### config.mk
export PLATFORM = sky130hd
export DESIGN_NAME = evw_assembler
export DESIGN_NICKNAME = d
export VERILOG_FILES = /design/src/rtl/evw_pkg.sv /design/src/rtl/evw_route_capture.sv /design/src/rtl/evw_word_register.sv /design/src/rtl/evw_bus_handshake.sv /design/src/rtl/evw_assembler.sv
export SDC_FILE = /design/constraint.sdc
export NUM_CORES = 1
export LEC_CHECK = 0
export BUFFER_PORTS_ARGS = -buffer_cell sky130_fd_sc_hd__buf_2
export CAP_MARGIN = 20
export CORE_UTILIZATION = 47
export DETAILED_ROUTE_END_ITERATION = 7
export GPL_TIMING_DRIVEN = 1
export PLACE_DENSITY_LB_ADDON = 0.08
export SLEW_MARGIN = 15
export SYNTH_ARGS = -nofsm -noshare
export SYNTH_HDL_FRONTEND = slang
export SYNTH_SLANG_ARGS = --single-unit
### constraint.sdc
create_clock -name clk -period 4.4 [get_ports clk]
set_input_delay 0.88 -clock clk [delete_from_list [all_inputs] [get_ports clk]]
set_output_delay 0.88 -clock clk [all_outputs]
set_load 0.01 [all_outputs]
### src/rtl/evw_pkg.sv
package evw_pkg;
    localparam int CHAN_W  = 3;
    localparam int ROUTE_N = 10;
    localparam int MOD_W   = 3;
    localparam int WORD_W  = CHAN_W + ROUTE_N + MOD_W;

    typedef struct packed {
        logic [MOD_W-1:0]   mod_id;
        logic [ROUTE_N-1:0] route;
        logic [CHAN_W-1:0]  chan;
    } evt_word_t;

    typedef enum logic [1:0] {
        BUS_IDLE,
        BUS_REQ,
        BUS_SEND,
        BUS_RELEASE
    } bus_state_t;

    function automatic evt_word_t pack_word(
        input logic [CHAN_W-1:0]  c,
        input logic [ROUTE_N-1:0] r,
        input logic [MOD_W-1:0]   m
    );
        evt_word_t w;
        w.chan   = c;
        w.route  = r;
        w.mod_id = m;
        return w;
    endfunction
endpackage

### src/rtl/evw_route_capture.sv
module evw_route_capture
    import evw_pkg::*;
(
    input  logic               clk,
    input  logic               rst,
    input  logic               gate,
    input  logic [ROUTE_N-1:0] route,
    output logic [ROUTE_N-1:0] seen
);
    logic gate_q;
    logic gate_open;

    always_ff @(posedge clk) begin
        if (rst) gate_q <= 1'b0;
        else     gate_q <= gate;
    end

    assign gate_open = gate & ~gate_q;

    for (genvar i = 0; i < ROUTE_N; i++) begin : g_bit
        always_ff @(posedge clk) begin
            if (rst)            seen[i] <= 1'b0;
            else if (gate_open) seen[i] <= route[i];
            else if (gate)      seen[i] <= seen[i] | route[i];
        end


        route_hit_chk: assert property (@(posedge clk) disable iff (rst)
            (gate && route[i]) |=> seen[i]);
    end


    idle_hold_chk: assert property (@(posedge clk) disable iff (rst)
        !gate |=> $stable(seen));


    open_clear_chk: assert property (@(posedge clk) disable iff (rst)
        (gate_open && route == '0) |=> seen == '0);
endmodule

### src/rtl/evw_word_register.sv
module evw_word_register
    import evw_pkg::*;
(
    input  logic               clk,
    input  logic               rst,
    input  logic               load,
    input  logic               done,
    input  logic [CHAN_W-1:0]  chan,
    input  logic [ROUTE_N-1:0] seen,
    input  logic [MOD_W-1:0]   mod_id,
    output evt_word_t          word,
    output logic               full,
    output logic               overrun
);
    logic accept;
    logic refuse;

    assign accept = load & ~full;
    assign refuse = load & full;

    always_ff @(posedge clk) begin
        if (rst) begin
            word    <= '0;
            full    <= 1'b0;
            overrun <= 1'b0;
        end else begin
            if (accept) begin
                word <= pack_word(chan, seen, mod_id);
                full <= 1'b1;
            end else if (done) begin
                full <= 1'b0;
            end
            if (refuse)    overrun <= 1'b1;
            else if (done) overrun <= 1'b0;
        end
    end


    full_source_chk: assert property (@(posedge clk) disable iff (rst)
        $rose(full) |-> $past(load));


    refuse_keep_chk: assert property (@(posedge clk) disable iff (rst)
        (load && full) |=> (overrun && word == $past(word)));


    overrun_source_chk: assert property (@(posedge clk) disable iff (rst)
        $rose(overrun) |-> $past(load && full));
endmodule

### src/rtl/evw_bus_handshake.sv
module evw_bus_handshake
    import evw_pkg::*;
(
    input  logic              clk,
    input  logic              rst,
    input  logic              full,
    input  evt_word_t         word,
    input  logic              grant,
    input  logic              ack,
    output logic              req,
    output logic              strobe,
    output logic [WORD_W-1:0] data,
    output logic              done
);
    bus_state_t state, state_n;

    always_comb begin
        state_n = state;
        unique case (state)
            BUS_IDLE:    if (full)  state_n = BUS_REQ;
            BUS_REQ:     if (grant) state_n = BUS_SEND;
            BUS_SEND:    if (ack)   state_n = BUS_RELEASE;
            BUS_RELEASE: if (!ack)  state_n = BUS_IDLE;
            default:                state_n = BUS_IDLE;
        endcase
    end

    always_ff @(posedge clk) begin
        if (rst) state <= BUS_IDLE;
        else     state <= state_n;
    end

    assign req    = (state == BUS_REQ) || (state == BUS_SEND);
    assign strobe = (state == BUS_SEND);
    assign done   = strobe & ack;
    assign data   = strobe ? word : '0;


    strobe_full_chk: assert property (@(posedge clk) disable iff (rst)
        strobe |-> (full && req));


    data_hold_chk: assert property (@(posedge clk) disable iff (rst)
        (strobe && !ack) |=> (strobe && $stable(data)));


    ack_drop_chk: assert property (@(posedge clk) disable iff (rst)
        (strobe && ack) |=> (!req && !full));


    release_wait_chk: assert property (@(posedge clk) disable iff (rst)
        (state == BUS_RELEASE && ack) |=> !req);
endmodule

### src/rtl/evw_assembler.sv
module evw_assembler
    import evw_pkg::*;
(
    input  logic               clk,
    input  logic               rst,
    input  logic               gate,
    input  logic               load,
    input  logic [CHAN_W-1:0]  chan,
    input  logic [ROUTE_N-1:0] route,
    input  logic [MOD_W-1:0]   mod_id,
    input  logic               bus_grant,
    input  logic               bus_ack,
    output logic               bus_req,
    output logic               bus_strobe,
    output logic [WORD_W-1:0]  bus_data,
    output logic               out_full,
    output logic               overrun
);
    logic [ROUTE_N-1:0] seen;
    evt_word_t          word;
    logic               done;

    evw_route_capture u_capture (
        .clk   (clk),
        .rst   (rst),
        .gate  (gate),
        .route (route),
        .seen  (seen)
    );

    evw_word_register u_register (
        .clk     (clk),
        .rst     (rst),
        .load    (load),
        .done    (done),
        .chan    (chan),
        .seen    (seen),
        .mod_id  (mod_id),
        .word    (word),
        .full    (out_full),
        .overrun (overrun)
    );

    evw_bus_handshake u_bus (
        .clk    (clk),
        .rst    (rst),
        .full   (out_full),
        .word   (word),
        .grant  (bus_grant),
        .ack    (bus_ack),
        .req    (bus_req),
        .strobe (bus_strobe),
        .data   (bus_data),
        .done   (done)
    );


    reset_quiet_chk: assert property (@(posedge clk)
        $past(rst) |-> (!out_full && !overrun && !bus_req && !bus_strobe));
endmodule

==> results.sh, run 1 <==
export IMPL_yosys_top_cells_count="nand2_1 (34), dfxtp_1 (31), a21oi_1 (18)"
export IMPL_nets=219
export IMPL_max_stage_delay_ns=0.47
export IMPL_avgSynthCellArea_um2=8.37
export IMPL_dieHeight_um=54.2
export IMPL_post_dp_cell_area_um2=1480
export IMPL_grt_pass1_wl_um=4310
export IMPL_synth_edf_count=0
export IMPL_synth_top_cell_area_share_pct=48.4
export IMPL_start_util_pct=50.8
export IMPL_setup_viol=0
export IMPL_clock_skew_ns=0.00714
export IMPL_overflow=0
export IMPL_num_io_pins=42
export IMPL_vias=1129
export IMPL_cellPowerDensity_nw_per_um2=399
export IMPL_syn_cell_area_um2=1280
export IMPL_cts_clk_slew_worst_paths_ns=0.09
export IMPL_crit_fanout=17
export IMPL_syn_num_nets=181
export IMPL_cts_tree="done"
export IMPL_fp_dieW_um=54.2
export IMPL_synth_ff_type="dfxtp_1"
export IMPL_maxCapViolations=0
export IMPL_grt_max_degree=32
export IMPL_wl_per_cell_um=12.0
export IMPL_period_share_pct=56.9
export IMPL_rsz0062_at_grt="no"
export IMPL_cts_setup_buffers=0
export IMPL_rows=18
export IMPL_yosysTopAreaCell="dfxtp_1"
export IMPL_grt_usage_pct=20.7
export IMPL_fillers=239
export IMPL_drt_pass1_iterations=4
export IMPL_synth_cell_types=17
export IMPL_peakVddDrop_v=0.000297
export IMPL_cts_path_max_buffers=2
export IMPL_vias_per_cell=5.11
export IMPL_cts_sinks=31
export IMPL_crit_type="flip-flop to primary output"
export IMPL_cp_arrival_ns=1.62
export IMPL_fin_area_um2=1540
export IMPL_reg2reg_slack_ns=2.68
export IMPL_synth_cells=153
export IMPL_dp_hpwl_um=1780
export IMPL_first_iter_violations=25
export IMPL_start_kind="flip-flop"
export IMPL_post_route_cells_drive_above_1_share_pct=26.2
export IMPL_routabilityCongestion=0.757
export IMPL_status="completed"
export IMPL_fp_dieArea_um2=2940
export IMPL_p_leak_nw=0.713
export IMPL_fmax_mhz=399
export IMPL_cp_slowest_cell="ha_1"
export IMPL_ys_warnings_count=0
export IMPL_postCtsHoldBufs=0
export IMPL_crit_required_ns=3.52
export IMPL_routed_wl_um=2650
export IMPL_grt_pass1_vias=1013
export IMPL_tns_ns=0
export IMPL_slew_violations=0
export IMPL_hold_violations=0
export IMPL_ys_seq_area_share_pct=48.4
export IMPL_cts_root_buf="clkbuf_4"
export IMPL_yosysMostFrequentCell="nand2_1"
export IMPL_worstHoldPathType="flip-flop to flip-flop"
export IMPL_io_buffers=41
export IMPL_core_area_um2=2520
export IMPL_n_antenna_cell=0
export IMPL_cts_htree_levels=2
export IMPL_area_delta_synth_final_pct=20.4
export IMPL_slew_headroom_pct=53.8
export IMPL_period_needed_ns=2.50
export IMPL_antenna_found_initial=0
export IMPL_path_cells="inv_1 > ha_1 > and2_1 > buf_2"
export IMPL_synth_async_reset_ratio_pct=0
export IMPL_cts_buffers=5
export IMPL_drc=0
export IMPL_clk_latency_ns=0.32
export IMPL_synth_seq_cells=31
export IMPL_fin_total_pwr_mw=0.616
export IMPL_end_kind="primary output"
export IMPL_ant_nets=0
export IMPL_worst_pin_slew_ns=0.690
export IMPL_cts_resized_gates=0
export IMPL_ys_top_cells_by_area="dfxtp_1 (48%), nand2_1 (10%), and2_1 (7.8%), a21oi_1 (7.0%), a22oi_1 (6.4%)"
-- layout make-up --
class,instances,area (µm²),area share [%]
Timing Repair Buffer,41,205,13.3
Multi-Input combinational cell,109,612,39.7
Inverter,3,11.3,0.730
Sequential cell,31,621,40.2
Clock buffer,6,51.3,3.33
Tap cell,30,37.5,2.43
Clock inverter,1,5.00,0.324
-- worst paths after layout --
path / start / end / cells after the start
setup / recovery: u_bus.state[0] / bus_data[9] / 4
hold / removal: u_register.word[6] / u_register.word[6] / 2
setup reg to reg: u_bus.state[0] / u_bus.state[0] / 5
hold reg to reg: u_register.word[6] / u_register.word[6] / 2
-- sequential cells by signal (all words and copies together) (netlist names) --
signal,cells
u_capture.gate_q,1
u_register.word,16
u_capture.seen,10
u_register.overrun,1
u_register.full,1
u_bus.state,2
-- critical path: cells and delay by family, from the launching register on --
| kind | cells | cell delay (ns) |
|---|---|---|
| fa+ha+maj | 1 | 0.47 |
| flops | 1 | 0.35 |
| buf+inv | 2 | 0.26 |
| simple gates | 1 | 0.21 |
-- cells by family (layout without fill, tap and decap cells) --
logic type	count (synthesis)	count (layout)	share of synthesized area, %
fa+ha+maj	6	6	5.86
buf+inv	13	51	4.00
flops	31	31	48.4
compound gates	32	32	15.4
mux	1	1	1.17
simple gates	70	70	25.1
-- through the flow --
| step | setup slack, ns | hold slack, ns | utilization (%) | instances |
|---|---|---|---|---|
| 4_1_cts | 1.86 | 0.455 | 61.1 | 221 |
| 2_1_floorplan | 2.46 | 0.432 | - | 153 |
| 5_1_grt | 1.73 | 0.476 | 61.2 | 221 |
| 3_3_place_gp | 2.16 | 0.438 | 58.8 | 214 |
| 6_report | 1.90 | 0.454 | 61.2 | 221 |
| 3_5_place_dp | 2.10 | 0.443 | 58.8 | 214 |
-- report_power, final --
group          switching, mW  total, mW  leakage, nW  internal, mW
registers             0.0147      0.316        0.254         0.301
logic                 0.0800      0.136        0.424        0.0556
clock network         0.0902      0.164       0.0341        0.0739
total                  0.185      0.616        0.713         0.431
-- cells in the final DEF (no fill, tap or decap) --
cell / synthesis / final
nand2b_1: 2 / 2
a22oi_1: 11 / 11
nor2b_1: 4 / 3
o41ai_1: 1 / 1
clkbuf_8: 0 / 1
o311ai_0: 1 / 1
buf_2: 2 / 41
or4_1: 1 / 1
inv_1: 3 / 3
nand2_1: 34 / 34
o31ai_1: 1 / 1
clkinv_2: 0 / 1
nor2b_2: 0 / 1
clkbuf_4: 0 / 5
a21oi_1: 18 / 18
dfxtp_1: 31 / 31
mux2_4: 1 / 1
nor2_1: 13 / 13
ha_1: 6 / 6
and2_1: 16 / 16
-- metal layers --
metal	track usage, %	vias up	part of all wire, %
li1	-	578	-
met1	24.9	512	48
met2	34.8	35	44
met3	6.67	4	6.6
met4	6.41	0	1.0
met5	0	-	0
(Power assumes the default switching activity.)
==> run 2: changes to the inputs <==
==> constraint.sdc (replaced) <==
create_clock -name clk -period 2.4 [get_ports clk]
set_input_delay 0.48 -clock clk [delete_from_list [all_inputs] [get_ports clk]]
set_output_delay 0.48 -clock clk [all_outputs]
set_load 0.01 [all_outputs]
==> results.sh, run 2 (synthesis gave the netlist of run 1 again) <==
export IMPL_vias=1134
export IMPL_cts_buffers=5
export IMPL_fp_dieArea_um2=2940
export IMPL_seqPwrFrac_pct=51.7
export IMPL_first_iter_violations=18
export IMPL_worst_pin_slew_ns=0.661
export IMPL_maxCapViolations=0
export IMPL_fin_area_um2=1540
export IMPL_antenna_found_initial=0
export IMPL_cts_resized_gates=0
export IMPL_io_buffers=41
export IMPL_cts_clk_slew_worst_paths_ns=0.10
export IMPL_largest_reg_flops=16
export IMPL_fin_total_pwr_mw=1.12
export IMPL_rsz0062_at_grt="no"
export IMPL_regMostFlops="u_register.word"
export IMPL_slew_violations=0
export IMPL_register_area_um2=621
export IMPL_wl_per_cell_um=12.4
export IMPL_p_leak_nw=0.717
export IMPL_end_kind="primary output"
export IMPL_sw_frac_of_total_pct=31.7
export IMPL_area_delta_synth_final_pct=20.5
export IMPL_cts_tree="done"
export IMPL_ant_nets=0
export IMPL_cellPowerDensity_nw_per_um2=727
export IMPL_instances_no_fill=223
export IMPL_overflow=0
export IMPL_fmax_mhz=469
export IMPL_cts_sinks=31
export IMPL_dp_cells=215
export IMPL_grt_pass1_wl_um=4280
export IMPL_setup_viol=0
export IMPL_final_cell_mix="buf_2 (41), nand2_1 (34), dfxtp_1 (31), a21oi_1 (18), and2_1 (16)"
export IMPL_cts_path_max_buffers=2
export IMPL_n_antenna_cell=0
export IMPL_crit_type="flip-flop to primary output"
export IMPL_pwr_share_clk_pct=25.6
export IMPL_period_share_pct=88.9
export IMPL_post_dp_cell_area_um2=1490
export IMPL_clk_latency_ns=0.33
export IMPL_tns_ns=0
export IMPL_postCtsHoldBufs=0
export IMPL_combPwrFrac_pct=22.7
export IMPL_crit_fanout=17
export IMPL_multi_input_area_um2=609
export IMPL_peakVddDrop_v=0.000561
export IMPL_grt_max_degree=32
export IMPL_crit_required_ns=1.92
export IMPL_power_switching_mw=0.356
export IMPL_cts_setup_buffers=0
export IMPL_grt_usage_pct=21.4
export IMPL_reg2regPathDepth=5
export IMPL_cp_arrival_ns=1.65
export IMPL_vias_per_cell=5.09
export IMPL_drc=0
export IMPL_num_io_pins=42
export IMPL_final_core_util_pct=61.2
export IMPL_largest_registers="u_register.word: 16 flops, u_capture.seen: 10 flops, u_bus.state: 2 flops"
export IMPL_routed_wl_um=2760
export IMPL_rows=18
export IMPL_routabilityCongestion=0.730
export IMPL_fillers=234
export IMPL_start_kind="flip-flop"
export IMPL_fp_dieW_um=54.2
export IMPL_period_needed_ns=2.13
export IMPL_final_common_cell="buf_2"
export IMPL_dieHeight_um=54.2
export IMPL_start_util_pct=50.8
export IMPL_dp_hpwl_um=1850
export IMPL_drt_pass1_iterations=4
export IMPL_worstHoldPathType="input port to flip-flop"
export IMPL_core_area_um2=2520
export IMPL_status="completed"
export IMPL_nets=220
export IMPL_cts_root_buf="clkbuf_4"
export IMPL_post_route_cells_drive_above_1_share_pct=26.4
export IMPL_hold_violations=0
export IMPL_min_delay_path_depth=3
export IMPL_slew_headroom_pct=55.9
export IMPL_clock_skew_ns=0.00811
export IMPL_grt_pass1_vias=965
export IMPL_p_int_mw=0.766
export IMPL_cts_htree_levels=2
## run 2: cell types whose count changed in the layout (fill, tap and decap cells not counted), sizes merged
cell	delta
clkbuf	-1
buf	+1
clkinv	+2
## run 2: power by group through the flow
| stage | sequential [mW] | combinational [mW] | clock (mW) |
|---|---|---|---|
| floorplan | 0.586 | 0.175 | 0 |
| global placement | 0.588 | 0.244 | 0 |
| detailed placement | 0.591 | 0.258 | 0 |
| CTS | 0.579 | 0.259 | 0.300 |
| global route | 0.585 | 0.287 | 0.318 |
| finish | 0.579 | 0.255 | 0.287 |
## run 2: routing by layer
metal,up-vias,share of wire (%),GRT usage [%]
met3,6,5.6,9.72
met4,0,1.3,7.69
met2,33,48,35.2
li1,584,-,-
met5,-,0,0
met1,511,46,24.1
## run 2: per-stage QoR
step                worst slack (ns)  hold slack (ns)
detailed placement             0.597            0.444
global route                   0.115            0.365
global placement               0.690            0.437
finish                         0.267            0.375
floorplan                      0.763            0.432
CTS                            0.235            0.359
## run 2: path summary, 6_finish.rpt
| check | start | end | slack [ns] |
|---|---|---|---|
| worst max-delay path | u_bus.state[0] | bus_data[12] | 0.27 |
| worst min-delay path | chan[0] | u_register.word[0] | 0.38 |
| worst max register to register | u_bus.state[0] | u_bus.state[0] | 0.68 |
| worst min register to register | u_register.word[7] | u_register.word[7] | 0.45 |
## run 2: final cells by class
cell class / instances / share of cell area (%)
Sequential cell: 31 / 40.2
Tap cell: 30 / 2.43
Multi-Input combinational cell: 109 / 39.5
Clock buffer: 5 / 2.43
Clock inverter: 3 / 0.972
Inverter: 3 / 0.729
Timing Repair Buffer: 42 / 13.8
## run 2: worst max-delay path, stage by stage (launching register included)
cell and delay (ns):
dfxtp_1 0.35, inv_1 0.14, ha_1 0.50, and2_1 0.20
buf_2 0.12
